--- src/rtl/clkgen_reprog_pkg.sv ---
package clkgen_reprog_pkg;

    typedef enum logic [3:0] {
        S_IDLE,
        S_ASSERT_RST,
        S_WRITE_M,
        S_WRITE_D,
        S_READ_ADDR0,
        S_RELEASE_RST,
        S_WAIT_LOCK,
        S_DONE,
        S_ERROR
    } seq_state_t;

endpackage

--- src/rtl/clkgen_ratio_check.sv ---
module clkgen_ratio_check #(
    parameter int VAL_W = 5
) (
    input  logic [VAL_W:0]   mult,
    input  logic [VAL_W:0]   div,
    output logic             ok,
    output logic [VAL_W-1:0] mult_enc,
    output logic [VAL_W-1:0] div_enc
);
    localparam logic [VAL_W:0] MIN_V = (VAL_W+1)'(2);
    localparam logic [VAL_W:0] MAX_V = (VAL_W+1)'(2 ** VAL_W);
    localparam logic [VAL_W:0] ONE   = (VAL_W+1)'(1);

    always_comb begin
        ok       = (mult >= MIN_V) && (mult <= MAX_V) &&
                   (div  >= MIN_V) && (div  <= MAX_V);
        mult_enc = VAL_W'(mult - ONE);
        div_enc  = VAL_W'(div - ONE);
    end
endmodule

--- src/rtl/clkgen_wait_timer.sv ---
module clkgen_wait_timer #(
    parameter int LIMIT = 32
) (
    input  logic clk,
    input  logic rst,
    input  logic run,
    output logic expired
);
    localparam int CNT_W = $clog2(LIMIT + 1);
    localparam logic [CNT_W-1:0] LAST = CNT_W'(LIMIT - 1);

    logic [CNT_W-1:0] cnt_q;

    always_ff @(posedge clk) begin
        if (rst || !run)
            cnt_q <= '0;
        else if (cnt_q != LAST)
            cnt_q <= cnt_q + 1'b1;
    end

    assign expired = run && (cnt_q == LAST);
endmodule

--- src/rtl/clkgen_drp_access.sv ---
module clkgen_drp_access #(
    parameter int ADDR_W = 7,
    parameter int DATA_W = 16
) (
    input  logic              clk,
    input  logic              rst,
    input  logic              kick,
    input  logic              abort,
    input  logic              is_write,
    input  logic [ADDR_W-1:0] addr,
    input  logic [DATA_W-1:0] wdata,
    output logic [ADDR_W-1:0] drp_addr,
    output logic [DATA_W-1:0] drp_wdata,
    output logic              drp_en,
    output logic              drp_we,
    input  logic              drp_rdy,
    input  logic [DATA_W-1:0] drp_rdata,
    output logic              pending,
    output logic              ack,
    output logic [DATA_W-1:0] rdata_q
);
    logic we_q;

    assign drp_en    = kick;
    assign drp_we    = kick && is_write;
    assign drp_addr  = addr;
    assign drp_wdata = wdata;
    assign ack       = pending && drp_rdy;

    always_ff @(posedge clk) begin
        if (rst) begin
            pending <= 1'b0;
            we_q    <= 1'b0;
            rdata_q <= '0;
        end else begin
            if (kick) begin
                pending <= 1'b1;
                we_q    <= is_write;
            end else if (ack || abort) begin
                pending <= 1'b0;
            end
            if (ack && !we_q)
                rdata_q <= drp_rdata;
        end
    end
endmodule

--- src/rtl/clkgen_reprog_seq.sv ---
module clkgen_reprog_seq
    import clkgen_reprog_pkg::*;
#(
    parameter int              VAL_W      = 5,
    parameter int              ADDR_W     = 7,
    parameter int              DATA_W     = 16,
    parameter logic [ADDR_W-1:0] ADDR_M   = 7'h50,
    parameter logic [ADDR_W-1:0] ADDR_D   = 7'h52,
    parameter int              RDY_LIMIT  = 32,
    parameter int              LOCK_LIMIT = 256
) (
    input  logic              clk,
    input  logic              rst,
    input  logic              req_start,
    input  logic [VAL_W:0]    req_mult,
    input  logic [VAL_W:0]    req_div,
    output logic              busy,
    output logic              done,
    output logic              err,
    output logic [DATA_W-1:0] stat_rdata,
    output logic              cm_rst,
    output logic [ADDR_W-1:0] drp_addr,
    output logic [DATA_W-1:0] drp_wdata,
    output logic              drp_en,
    output logic              drp_we,
    input  logic              drp_rdy,
    input  logic [DATA_W-1:0] drp_rdata,
    input  logic              cm_locked
);
    localparam logic [ADDR_W-1:0] ADDR_STATUS = '0;
    localparam int PAD_W = DATA_W - VAL_W;

    seq_state_t state_q, state_d;
    logic [VAL_W-1:0] mult_q, div_q;
    logic [VAL_W-1:0] mult_enc, div_enc;
    logic             ratio_ok;

    logic              kick, is_write, pending, ack;
    logic [ADDR_W-1:0] acc_addr;
    logic [DATA_W-1:0] acc_wdata;
    logic              rdy_expired, lock_expired;

    clkgen_ratio_check #(.VAL_W(VAL_W)) ratio_i (
        .mult     (req_mult),
        .div      (req_div),
        .ok       (ratio_ok),
        .mult_enc (mult_enc),
        .div_enc  (div_enc)
    );

    clkgen_drp_access #(.ADDR_W(ADDR_W), .DATA_W(DATA_W)) port_i (
        .clk       (clk),
        .rst       (rst),
        .kick      (kick),
        .abort     (rdy_expired),
        .is_write  (is_write),
        .addr      (acc_addr),
        .wdata     (acc_wdata),
        .drp_addr  (drp_addr),
        .drp_wdata (drp_wdata),
        .drp_en    (drp_en),
        .drp_we    (drp_we),
        .drp_rdy   (drp_rdy),
        .drp_rdata (drp_rdata),
        .pending   (pending),
        .ack       (ack),
        .rdata_q   (stat_rdata)
    );

    clkgen_wait_timer #(.LIMIT(RDY_LIMIT)) rdy_tmr_i (
        .clk     (clk),
        .rst     (rst),
        .run     (pending && !drp_rdy),
        .expired (rdy_expired)
    );

    clkgen_wait_timer #(.LIMIT(LOCK_LIMIT)) lock_tmr_i (
        .clk     (clk),
        .rst     (rst),
        .run     ((state_q == S_WAIT_LOCK) && !cm_locked),
        .expired (lock_expired)
    );

    // next-state decision
    always_comb begin
        state_d = state_q;
        unique case (state_q)
            S_IDLE:        if (req_start) state_d = ratio_ok ? S_ASSERT_RST : S_ERROR;
            S_ASSERT_RST:  state_d = S_WRITE_M;
            S_WRITE_M:     if (ack) state_d = S_WRITE_D;
                           else if (rdy_expired) state_d = S_ERROR;
            S_WRITE_D:     if (ack) state_d = S_READ_ADDR0;
                           else if (rdy_expired) state_d = S_ERROR;
            S_READ_ADDR0:  if (ack) state_d = S_RELEASE_RST;
                           else if (rdy_expired) state_d = S_ERROR;
            S_RELEASE_RST: state_d = S_WAIT_LOCK;
            S_WAIT_LOCK:   if (cm_locked) state_d = S_DONE;
                           else if (lock_expired) state_d = S_ERROR;
            S_DONE:        state_d = S_IDLE;
            S_ERROR:       state_d = S_IDLE;
            default:       state_d = S_IDLE;
        endcase
    end

    // state register and latched ratio
    always_ff @(posedge clk) begin
        if (rst) begin
            state_q <= S_IDLE;
            mult_q  <= '0;
            div_q   <= '0;
        end else begin
            state_q <= state_d;
            if (state_q == S_IDLE && req_start && ratio_ok) begin
                mult_q <= mult_enc;
                div_q  <= div_enc;
            end
        end
    end

    // outputs
    always_comb begin
        kick      = 1'b0;
        is_write  = 1'b0;
        acc_addr  = ADDR_STATUS;
        acc_wdata = '0;
        cm_rst    = 1'b0;
        busy      = 1'b1;
        done      = 1'b0;
        err       = 1'b0;
        unique case (state_q)
            S_IDLE:        busy = 1'b0;
            S_ASSERT_RST:  cm_rst = 1'b1;
            S_WRITE_M: begin
                cm_rst    = 1'b1;
                kick      = !pending;
                is_write  = 1'b1;
                acc_addr  = ADDR_M;
                acc_wdata = {{PAD_W{1'b0}}, mult_q};
            end
            S_WRITE_D: begin
                cm_rst    = 1'b1;
                kick      = !pending;
                is_write  = 1'b1;
                acc_addr  = ADDR_D;
                acc_wdata = {{PAD_W{1'b0}}, div_q};
            end
            S_READ_ADDR0: begin
                cm_rst = 1'b1;
                kick   = !pending;
            end
            S_RELEASE_RST: ;
            S_WAIT_LOCK:   ;
            S_DONE: begin
                busy = 1'b0;
                done = 1'b1;
            end
            S_ERROR: begin
                busy = 1'b0;
                err  = 1'b1;
            end
            default: busy = 1'b0;
        endcase
    end
endmodule

--- config.mk ---
export PLATFORM = sky130hd
export DESIGN_NAME = clkgen_reprog_seq
export DESIGN_NICKNAME = d
export VERILOG_FILES = /design/src/rtl/clkgen_reprog_pkg.sv /design/src/rtl/clkgen_ratio_check.sv /design/src/rtl/clkgen_wait_timer.sv /design/src/rtl/clkgen_drp_access.sv /design/src/rtl/clkgen_reprog_seq.sv
export SDC_FILE = /design/constraint.sdc
export NUM_CORES = 1
export LEC_CHECK = 0
export ABC_AREA = 1
export ABC_CLOCK_PERIOD_IN_PS = 2400
export CORE_MARGIN = 5
export CORE_UTILIZATION = 35
export CTS_BUF_LIST = sky130_fd_sc_hd__clkbuf_4 sky130_fd_sc_hd__clkbuf_8
export DETAILED_ROUTE_END_ITERATION = 7
export DONT_BUFFER_PORTS = 1
export HOLD_SLACK_MARGIN = 0.03
export MAX_ROUTING_LAYER = met4
export PLACE_DENSITY = 0.47
export SYNTH_ARGS = -nofsm -noshare
export SYNTH_HDL_FRONTEND = slang
export SYNTH_HIERARCHICAL = 1
export SYNTH_SLANG_ARGS = --single-unit
--- constraint.sdc ---
create_clock -name clk -period 2.4 [get_ports clk]
set_input_delay 0.48 -clock clk [delete_from_list [all_inputs] [get_ports clk]]
set_output_delay 0.48 -clock clk [all_outputs]
set_load 0.1 [all_outputs]
## Yosys cells after proc, flatten, opt, wreduce, memory -nomap -nowiden

Cells that the tools add are included.

| word-level totals | value |
|---|---|
| register bits | 47 |
| input bits | 33 |
| output and inout bits | 45 |

| cells by class | value |
|---|---|
| $add $sub $neg | 4 |
| magnitude comparators | 4 |
| eq/ne operators | 14 |
| muxes and demuxes | 19 |
| reductions and logical operators | 28 |

Operators by type and width:

| cell | number |
|---|---|
| $mux 4 | 8 |
| $pmux 4 s7 | 1 |
| $eq 4x3->1 const B | 4 |
| $pmux 7 s2 | 1 |
| $ge 6x2->1 const B | 2 |
| $le 6x6->1 const B | 2 |
| $logic_and 1x1->1 | 12 |
| $pmux 5 s2 | 1 |
| $sub 5x1->5 const B | 2 |
| $add 9x1->9 const B | 1 |
| $eq 9x8->1 const B | 1 |
| $ne 9x8->1 const B | 1 |
| $eq 4x2->1 const B | 2 |
| $mux 1 | 8 |
| $add 6x1->6 const B | 1 |
| $eq 6x5->1 const B | 1 |
| $logic_not 1->1 | 6 |
| $ne 6x5->1 const B | 1 |
| $reduce_or 6->1 | 1 |
| $eq 4x1->1 const B | 1 |
| $eq 4x4->1 const B | 1 |
| $logic_not 4->1 | 1 |
| $reduce_or 4->1 | 1 |
| $logic_or 1x1->1 | 3 |
| other kinds (6) | 6 |

## Logic depth before layout (Yosys ltp)

| logic depth | value |
|---|---|
| word-level depth | 7 |
| depth in mapped cells | 12 |
| mapped depth without buffers | 12 |

## By module

Netlist, hierarchy kept.

Modules (own cells, without submodules):

| module | times used | cells an instance | area each (um2) |
|---|---|---|---|
| clkgen_drp_access | 1 | 139 | 934.6 |
| clkgen_reprog_seq | 1 | 130 | 832.0 |
| clkgen_wait_timer at lock_tmr_i | 1 | 69 | 470.5 |
| clkgen_wait_timer at rdy_tmr_i | 1 | 48 | 326.6 |
| clkgen_ratio_check | 1 | 39 | 224.0 |

## Least setup slack after synthesis

Ideal clock, no wire load.

| timing | value |
|---|---|
| path type | register -> output |
| start | register state_q[2] |
| end | output port busy |
| arrival time | 2.729 ns |
| data required time | 1.920 ns |
| setup slack | -0.809 ns |
| stages on the path, launching flop included | 5 |
| path buffers | 0 |
| path through | dfxtp_1 inv_2 nor2_4 inv_1 o21ai_0 |

| between the ends | value |
|---|---|
| longest elaborated chain between the ends | 3 |

Ends and longest elaborated chain:

| what | RTL line | text |
|---|---|---|
| from (decl) | clkgen_reprog_seq.sv:33 | `seq_state_t state_q, state_d;` |
| from (signal assigned) | clkgen_reprog_seq.sv:112 | `state_q <= state_d;` |
| $eq 4x3->1, or another cell as far along | clkgen_reprog_seq.sv:130 | `unique case (state_q)` |
| $reduce_or 6->1 (no line) (*) | n/a |  |
| $mux 1 (*) | clkgen_reprog_seq.sv:130 |  |
| to (decl) | clkgen_reprog_seq.sv:17 | `output logic busy,` |

Every way passes the cells marked *; elsewhere a longest branch is shown, timed or not.

## Worst setup path in the final report

| timing | value |
|---|---|
| start | register state_q[2] |
| end | output port drp_we |

| between the ends | value |
|---|---|
| longest elaborated chain between the ends | 4 |

Ends and longest elaborated chain:

| what | RTL line | text |
|---|---|---|
| $eq 4x2->1 or $eq 4x3->1 (tied branches) | clkgen_reprog_seq.sv:130 |  |
| $reduce_or 3->1 (no line) or $reduce_or 2->1 (tied branches) | n/a |  |
| $mux 1 (on tied branches) | n/a |  |
| $logic_and 1x1->1 (*) | clkgen_drp_access.sv:25 | `assign drp_we = kick && is_write;` |
| to (decl) | clkgen_reprog_seq.sv:25 | `output logic drp_we,` |

Marks and branches as above.

==> run_results.csv <==
group,metric,value,unit
logic_synthesis,synth_cell_type_count,29,
floorplan,num_rows,32,
final_layout,stdcell_area,3170,um2
logic_synthesis,syn_inst,425,
clock_tree,cts_hold_buf,0,
routing,firstDrtPassIters,4,
grt,grt_antenna_before_repair,0,
setup_path,cp.required,1.92,ns
power,peakVddDrop,0.000349,V
logic_synthesis,synth_edf_count,0,
status,status,"finished, final reports clean",
clock_tree,htree_levels,2,
final_layout,syn2layout_area_growth,13.9,%
routing,drt-total-wl,5.90,mm
placed_design,dp_hpwl,4.66,mm
setup_path,rr_worst_depth,10,
grt,grt_pass1_wl,9.96,mm
floorplan,die_area,9850,um2
clock_tree,cts_buffer_depth,2,
sta,setup_violations,0,
routing,drtIter0Drc,114,
floorplan,die_y,99.2,um
sta,tightest_slew,0.599,ns
setup_path,cp-end-kind,"primary output",
placed_design,io_buffers,0,
clock_tree,cts_tree,"done",
job,cap_violations,0,
sta,hold_viol_final,0,
final_layout,seq_area,941,um2
setup_path,crit_path_max_fanout,6,
setup_path,crit_chain,"inv_2, nor2_4, nand2_1, a21oi_2, nand2_1, inv_1, buf_12",
sta,relSlewSlack,60.0,%
routing,wl_per_cell,10.8,um
clock_tree,postCtsResizedCells,0,
sta,fin_crit_sh,92.3,%
routing,drcViolationCount,0,
final_layout,final_util,41.1,%
final_layout,nFillCells,827,
sta,fin_crit,2.22,ns
clock_tree,postCtsSetupRepairBufs,0,
logic_synthesis,async_flop_share,0,%
setup_path,startpoint,"state_q[2]",
floorplan,ioPinCount,78,
setup_path,cpPeakStageDelay,0.45,ns
final_layout,multi_input_area,1440,um2
final_layout,diodes,0,
final_layout,drive_above_1_share,15.5,%
clock_tree,insertion_delay,0.30,ns
clock_tree,clkSinkCount,47,
routing,drt-vias-per-instance,4.38,
logic_synthesis,yosys_register_bits,47,
setup_path,path_class,"reg2out",
floorplan,die_w,99.2,um
sta,drv_slew,0,
setup_path,slowest_stage,"dfxtp_1",
routing,via_count,2399,
sta,rsz0062_at_grt,"no",
routing,postRouteAntennaNets,0,
setup_path,start_kind,"flop",
power,power.density,529,nW/um2
final_layout,finalNetCount,485,
setup_path,rr_endpoint,"state_q[1]",
logic_synthesis,seq_area_frac_synth,33.8,%
logic_synthesis,syn_avg_cell_area,6.56,um2
clock_tree,cts_inserted_buffers,5,
floorplan,initial_utilization,36.1,%
floorplan,coreArea,7730,um2
grt,grt_usage,12.4,%
logic_synthesis,syn_area,2790,um2
placed_design,gp_congestion,0.779,
hold_path,hp-class,"in2reg",
grt,grt-ovfl-total,0,
setup_path,r2r_slack,0.54,ns
clock_tree,clk_pin_slew,0.09,ns
logic_synthesis,synth_ff_type,"dfxtp_1",
setup_path,critPathCapture,"drp_we",
setup_path,path_common_cell,"nand2_1",
sta,hold_ws,0.245,ns
grt,grt_pass1_vias,2206,
clock_tree,clockRootBuffer,"clkbuf_8",
power,leakage,1.53,nW
setup_path,timing.rr.start,"rdy_tmr_i/cnt_q[0]",
grt,grt_start_max_net_pins,33,
sta,skew,0.00989,ns
logic_synthesis,synth_warnings,6,
setup_path,cp_data_arrival_time,1.74,ns
sta,fmax,0.451,GHz
placed_design,dpl_cell_area,3060,um2
[registers in the layout (all words and copies together), names as in the netlist]
register and flops:
div_q 5, lock_tmr_i/cnt_q 9, mult_q 5, port_i/pending 1, port_i/rdata_q 16, port_i/we_q 1, rdy_tmr_i/cnt_q 6, state_q 4
[through the flow]
step | TNS (ns) | worst slack, ns | std cells | power (mW)
finish | 0 | 0.184 | 548 | 1.68
global route | 0 | 0.00302 | 548 | 1.76
CTS | 0 | 0.158 | 548 | 1.71
detailed placement | 0 | 0.459 | 540 | 1.11
global placement | 0 | 0.497 | 540 | 1.11
floorplan | -0.0693 | -0.0693 | 439 | 1.10
[per-layer routing]
layer | share of wire, % | global-route usage, %
met5 | 0 | -
met4 | 0.92 | 2.84
met3 | 6.9 | 3.65
met2 | 49 | 20.2
met1 | 44 | 15.1
[how the worst min path moves through the flow]
stage / start / endpoint / slack [ns] / depth (start not counted)
2_1_floorplan: port_i/we_q / port_i/we_q / 0.43 / 2
3_3_place_gp: port_i/we_q / port_i/we_q / 0.44 / 2
3_5_place_dp: port_i/we_q / port_i/we_q / 0.45 / 2
4_1_cts: rst / port_i/we_q / 0.23 / 1
5_1_grt: rst / port_i/we_q / 0.23 / 1
6_report: rst / port_i/we_q / 0.24 / 1
[worst max-delay path: cells and delay by family, from the launching register on]
| kind | cells | cell delay, ns |
|---|---|---|
| buf+inv | 3 | 0.36 |
| compound gates | 1 | 0.21 |
| flops | 1 | 0.45 |
| simple gates | 3 | 0.42 |
[cell usage after synthesis (2+ instances only)]
cell / number / area share [%]
nor2_1: 93 / 13
a22o_1: 5 / 1.6
xor2_1: 4 / 1.3
nand3_1: 16 / 2.9
o21ai_0: 19 / 3.4
nand3_2: 2 / 0.72
nor3_1: 3 / 0.54
nor2_2: 7 / 1.6
nand2_2: 6 / 1.3
nor2_4: 7 / 2.8
buf_6: 3 / 1.2
dfxtp_1: 47 / 34
ha_1: 7 / 3.1
buf_2: 2 / 0.36
inv_1: 65 / 8.8
buf_4: 24 / 6.5
a21oi_1: 13 / 2.3
xnor2_1: 3 / 0.94
inv_2: 4 / 0.54
nand2_1: 86 / 12
[cell families after synthesis]
family | Yosys count | synth area share, %
adder cells (fa/ha/maj) | 7 | 3.14
XOR/XNOR | 7 | 2.20
AO/OA/AOI/OAI | 40 | 7.99
buffers and inverters | 99 | 17.5
AND/OR/NAND/NOR | 224 | 35.3
flip-flops | 47 | 33.8
other | 1 | 0.135
[cells in the final DEF, fill, tap and decap left out]
cell type,Yosys,routed
clkinv_2,0,1
nor2_4,7,8
o21ai_2,0,1
ha_1,7,7
o21ai_1,1,1
clkinv_4,0,1
a21oi_2,0,1
nor3_1,3,2
o21ai_0,19,18
nand3_4,1,1
a21oi_1,13,12
nand3_1,16,16
buf_4,24,23
buf_12,0,6
nand2_2,6,6
conb_1,1,15
inv_2,4,4
inv_1,65,65
a22o_1,5,5
nor2_1,93,91
clkbuf_8,0,5
bufinv_16,0,1
xnor2_1,3,3
nor2_2,7,8
nor2b_1,1,1
o21bai_1,1,1
nand4_1,1,1
a31oi_1,1,1
nand2_1,86,86
xor2_1,4,4
nand3b_1,1,1
nand3_2,2,2
nor3_4,0,1
dfxtp_1,47,47
[where the power goes]
part,internal [mW],total [mW],switching (mW)
Sequential,0.796,0.809,0.0125
Combinational,0.0490,0.286,0.237
Clock,0.311,0.585,0.274
Total,1.16,1.68,0.524
[final cells by class]
cell class / instances / area share [%]
timing repair buffer: 29 / 9.22
clock inverter: 3 / 1.38
clock buffer: 5 / 2.17
tap: 102 / 4.02
multi-input combinational: 293 / 45.4
inverter: 69 / 8.16
sequential: 47 / 29.6
No activity file was read; power rests on OpenSTA's default activity.
